<file path="config.mk">
export PLATFORM = sky130hd
export DESIGN_NAME = branch_target_unit
export DESIGN_NICKNAME = d
export VERILOG_FILES = /design/src/rtl/btu_pkg.sv /design/src/rtl/btu_decode.sv /design/src/rtl/btu_adder.sv /design/src/rtl/btu_stage.sv /design/src/rtl/branch_target_unit.sv
export SDC_FILE = /design/constraint.sdc
export NUM_CORES = 1
export LEC_CHECK = 0
export ABC_AREA = 1
export CAP_MARGIN = 20
export CORE_MARGIN = 10
export CORE_UTILIZATION = 50
export DETAILED_ROUTE_END_ITERATION = 7
export PLACE_DENSITY = 0.86
export SYNTH_ARGS = -nofsm -noshare
export SYNTH_HDL_FRONTEND = slang
export SYNTH_SLANG_ARGS = --single-unit
export TNS_END_PERCENT = 10
</file>
<file path="constraint.sdc">
create_clock -name clk -period 4.4 [get_ports clk]
set_clock_uncertainty 0.05 [all_clocks]
set_input_delay 1.1 -clock clk [delete_from_list [all_inputs] [get_ports clk]]
set_output_delay 1.1 -clock clk [all_outputs]
set_load 0.03 [all_outputs]
</file>
<file path="src/rtl/btu_pkg.sv">
package btu_pkg;
  localparam logic [3:0] OP_BR   = 4'h0;
  localparam logic [3:0] OP_CALL = 4'h4;
  localparam logic [3:0] OP_JMP  = 4'hC;

  typedef enum logic [1:0] {
    K_SEQ  = 2'd0,
    K_BR   = 2'd1,
    K_JMP  = 2'd2,
    K_CALL = 2'd3
  } flow_kind_e;
endpackage

</file>
<file path="src/rtl/btu_decode.sv">
module btu_decode
  import btu_pkg::*;
(
  input  logic [15:0] instr,
  input  logic [2:0]  cc,
  output flow_kind_e  kind,
  output logic        take,
  output logic        use_base,
  output logic        long_off,
  output logic        link
);
  logic [3:0] opc;
  logic       mask_hit;

  assign opc      = instr[15:12];
  assign mask_hit = |(instr[11:9] & cc);

  always_comb begin
    unique case (opc)
      OP_BR:   kind = K_BR;
      OP_JMP:  kind = K_JMP;
      OP_CALL: kind = K_CALL;
      default: kind = K_SEQ;
    endcase
  end

  always_comb begin
    take     = 1'b0;
    use_base = 1'b0;
    long_off = 1'b0;
    link     = 1'b0;
    case (kind)
      K_BR:   take = mask_hit;
      K_JMP: begin
        take     = 1'b1;
        use_base = 1'b1;
      end
      K_CALL: begin
        take     = 1'b1;
        link     = 1'b1;
        long_off = instr[11];
        use_base = ~instr[11];
      end
      default: take = 1'b0;
    endcase
  end
endmodule

</file>
<file path="src/rtl/btu_adder.sv">
module btu_adder #(
  parameter int XLEN = 16
) (
  input  logic [XLEN-1:0] pc_inc,
  input  logic [15:0]     instr,
  input  logic            long_off,
  output logic [XLEN-1:0] rel_tgt
);
  localparam int SHORT_W = 9;
  localparam int LONG_W  = 11;

  logic [XLEN-1:0] off_short;
  logic [XLEN-1:0] off_long;

  assign off_short = {{(XLEN-SHORT_W){instr[SHORT_W-1]}}, instr[SHORT_W-1:0]};
  assign off_long  = {{(XLEN-LONG_W){instr[LONG_W-1]}}, instr[LONG_W-1:0]};
  assign rel_tgt   = pc_inc + (long_off ? off_long : off_short);
endmodule

</file>
<file path="src/rtl/btu_stage.sv">
module btu_stage #(
  parameter int W       = 8,
  parameter bit REG_OUT = 1'b1
) (
  input  logic         clk,
  input  logic         rst_n,
  input  logic         s_valid,
  output logic         s_ready,
  input  logic [W-1:0] s_data,
  output logic         m_valid,
  input  logic         m_ready,
  output logic [W-1:0] m_data
);
  generate
    if (REG_OUT) begin : g_reg
      logic         vld_q;
      logic [W-1:0] dat_q;

      assign s_ready = ~vld_q | m_ready;

      always_ff @(posedge clk) begin
        if (!rst_n) begin
          vld_q <= 1'b0;
          dat_q <= '0;
        end else if (s_ready) begin
          vld_q <= s_valid;
          if (s_valid) dat_q <= s_data;
        end
      end

      assign m_valid = vld_q;
      assign m_data  = dat_q;
    end else begin : g_comb
      assign s_ready = m_ready;
      assign m_valid = s_valid;
      assign m_data  = s_data;
    end
  endgenerate
endmodule

</file>
<file path="src/rtl/branch_target_unit.sv">
module branch_target_unit
  import btu_pkg::*;
#(
  parameter int XLEN    = 16,
  parameter bit REG_OUT = 1'b1
) (
  input  logic            clk,
  input  logic            rst_n,
  input  logic            in_valid,
  output logic            in_ready,
  input  logic [15:0]     in_instr,
  input  logic [XLEN-1:0] in_pc_inc,
  input  logic [XLEN-1:0] in_base,
  input  logic [2:0]      in_cc,
  output logic            out_valid,
  input  logic            out_ready,
  output logic [XLEN-1:0] out_next_pc,
  output logic            out_taken,
  output logic            out_link_we,
  output logic [XLEN-1:0] out_link_val
);
  localparam int PAY_W = 2*XLEN + 2;

  flow_kind_e      kind;
  logic            take;
  logic            use_base;
  logic            long_off;
  logic            link;
  logic [XLEN-1:0] rel_tgt;
  logic [XLEN-1:0] nxt;
  logic [XLEN-1:0] lnk;
  logic [PAY_W-1:0] pay_in;
  logic [PAY_W-1:0] pay_out;

  btu_decode u_dec (
    .instr    (in_instr),
    .cc       (in_cc),
    .kind     (kind),
    .take     (take),
    .use_base (use_base),
    .long_off (long_off),
    .link     (link)
  );

  btu_adder #(.XLEN(XLEN)) u_add (
    .pc_inc   (in_pc_inc),
    .instr    (in_instr),
    .long_off (long_off),
    .rel_tgt  (rel_tgt)
  );

  // the link value is the incoming PC, taken before any base-register use
  assign lnk    = link ? in_pc_inc : '0;
  assign nxt    = !take ? in_pc_inc : (use_base ? in_base : rel_tgt);
  assign pay_in = {nxt, take, link, lnk};

  btu_stage #(.W(PAY_W), .REG_OUT(REG_OUT)) u_stage (
    .clk     (clk),
    .rst_n   (rst_n),
    .s_valid (in_valid),
    .s_ready (in_ready),
    .s_data  (pay_in),
    .m_valid (out_valid),
    .m_ready (out_ready),
    .m_data  (pay_out)
  );

  assign out_next_pc  = pay_out[PAY_W-1 -: XLEN];
  assign out_taken    = pay_out[XLEN+1];
  assign out_link_we  = pay_out[XLEN];
  assign out_link_val = pay_out[XLEN-1:0];
endmodule

</file>
==> impl_metrics.yaml <==
global_routing:
  grt_overflow: 0
  grt_max_degree: 30
  grt_use_total: 0.191
  grt_pass1_wl_mm: 13.8
  antenna_found_initial: 0
  grt_pass1_vias: 2908
floorplan:
  fp.coreArea_um2: 5200
  fp-row-count: 26
  pin_count: 91
  chipWidth_um: 94.0
  chipHeight_um: 94.0
  initial_core_util: 0.527
  die_area_um2: 8840
flow_run:
  drv_cap: 0
clocking:
  cts_tree: "yes"
  clk_latency_ns: 0.28
  clockBufferDepth: 2
  holdBufCountCts: 0
  cts_root_buf: "clkbuf_8"
  post-cts-setup-buffers: 0
  clock-sinks: 35
  numCtsBuffers: 5
  cts_resized: 0
  htree_levels: 2
  cts.clk_slew.worst_paths_ns: 0.07
yosys:
  syn-mean-instance-area_um2: 6.64
  synth_area_um2: 2740
  netlist_instances: 413
  ys_types: 38
  ys_seq_area_frac: 0.256
  synth-main-ff-cell: "dfxtp_1"
  synth_fp_nets: 487
  yosysWarnings: 0
  ys_seq_elements: 35
  synth_edf_count: 0
  ys_async_sr_fraction: 0
layout:
  area_growth_pct: 36.9
  layout-drive-gt1-share: 0.0920
  post-route-util: 0.721
  final_cell_mix: "nand2_1, clkdlybuf4s50_1, inv_1"
  fillers: 465
  final_common_cell: "nand2_1"
  nets: 573
  num_antenna_cells: 0
detailed_routing:
  viasPerCell: 5.14
  dr.pass1.iters: 5
  wirelength_mm: 8.53
  drc: 0
  via_count: 2930
  drt_iter0_drc: 155
  antenna_left: 0
  wire_per_inst_um: 15.0
timing:
  worst_pin_slew_ns: 0.894
  slew_violations: 0
  totalNegativeSetupSlack_ns: 0
  min_period_over_period: 0.796
  fmax_mhz: 285
  fin_crit_ns: 3.50
  hold_viol: 0
  finalSetupViolations: 0
  worst_slew_margin_rel: 0.403
  rsz0062_at_grt: "false"
setup_path:
  critPathMaxFanout: 3
  cp_data_arrival_time_ns: 2.35
  endpoint_kind: "output port"
  start_kind: "input pin"
  worstPathRequired_ns: 3.25
  critPathKind: "input pin to output port"
pwr:
  powerDensity_nw_per_um2: 250
  p_total_mw: 0.939
  irDropWorstVdd_uv: 118
  leakagePower_nw: 1.82
placed_design:
  place.gp.congestion: 0.922
  place.port_buffers: 90
  hpwl_mm: 6.93
run_status:
  outcome: "complete, no violations"
worst_hold_path:
  hold_class: "flip-flop to flip-flop"
## report_power, final
part / internal (mW) / total [mW] / leakage, nW / switching (mW)
clock: 0.143 / 0.262 / 0.0515 / 0.119
sequential: 0.332 / 0.340 / 0.286 / 0.00786
combinational: 0.142 / 0.337 / 1.48 / 0.195
total: 0.616 / 0.939 / 1.82 / 0.322
## logic make-up after synthesis
logic type                 share of synthesized area
and+or+nand+nor                                0.314
buffers and inverters                          0.129
AOI/OAI and AO/OA                              0.196
DFF                                            0.256
adders and majority gates                     0.0895
xor gates and xnor gates                      0.0160
## worst max-delay path: stages
cell and delay, ns:
clkdlybuf4s50_1 0.46, inv_1 0.05, nand2_2 0.07, clkdlybuf4s50_1 0.68
## cell usage after synthesis (all sizes together), types with 2 or more instances
cell / number / area share
a31oi: 2 / 0.0046
clkbuf: 4 / 0.0055
ha: 18 / 0.082
inv: 68 / 0.093
nand3: 30 / 0.057
dfxtp: 35 / 0.26
a21oi: 26 / 0.049
nor2: 37 / 0.060
nor3: 4 / 0.017
or2: 3 / 0.0068
buf: 10 / 0.031
xor2: 4 / 0.013
o21ai: 21 / 0.038
o21bai: 4 / 0.011
nand4: 3 / 0.0068
a22oi: 16 / 0.060
nand2: 114 / 0.16
o211ai: 9 / 0.030
## layer usage
metal / global-route usage / share of wire / vias to the layer above
met5: 0 / 0 / -
met4: 0.0620 / 0.026 / 0
met3: 0.0416 / 0.067 / 15
met2: 0.340 / 0.49 / 93
met1: 0.221 / 0.42 / 1316
li1: - / - / 1506
## registers in the layout, summed over array words and instances (netlist names)
| name | count |
|---|---|
| u_stage.m_valid | 1 |
| u_stage.m_data | 34 |
## worst paths after layout
kind         slack, ns          startpoint  depth (start not counted)                 end
max               0.90           out_ready                          4            in_ready
min               0.42  u_stage.m_data[17]                          2  u_stage.m_data[17]
max reg2reg       2.67     u_stage.m_valid                          7  u_stage.m_data[20]
min reg2reg       0.42  u_stage.m_data[17]                          2  u_stage.m_data[17]
## final cells by class
class / count / area [µm²] / area share
clock buffer: 8 / 100 / 0.0267
inverter: 68 / 255 / 0.0680
multi-input combinational: 296 / 1690 / 0.449
sequential: 35 / 701 / 0.187
tap: 70 / 87.6 / 0.0233
timing repair buffer: 93 / 923 / 0.246
## metrics by stage
stage                     hold slack (ns)  worst slack [ns]  instances  area (µm²)
after floorplan                     0.538              1.58        413        2740
after global placement              0.407             0.876        562        3650
after detailed placement            0.406             0.795        562        3650
after CTS                           0.417             0.895        570        3750
after global routing                0.472             0.842        570        3750
final                               0.420             0.896        570        3750
(Power assumes the default switching activity.)
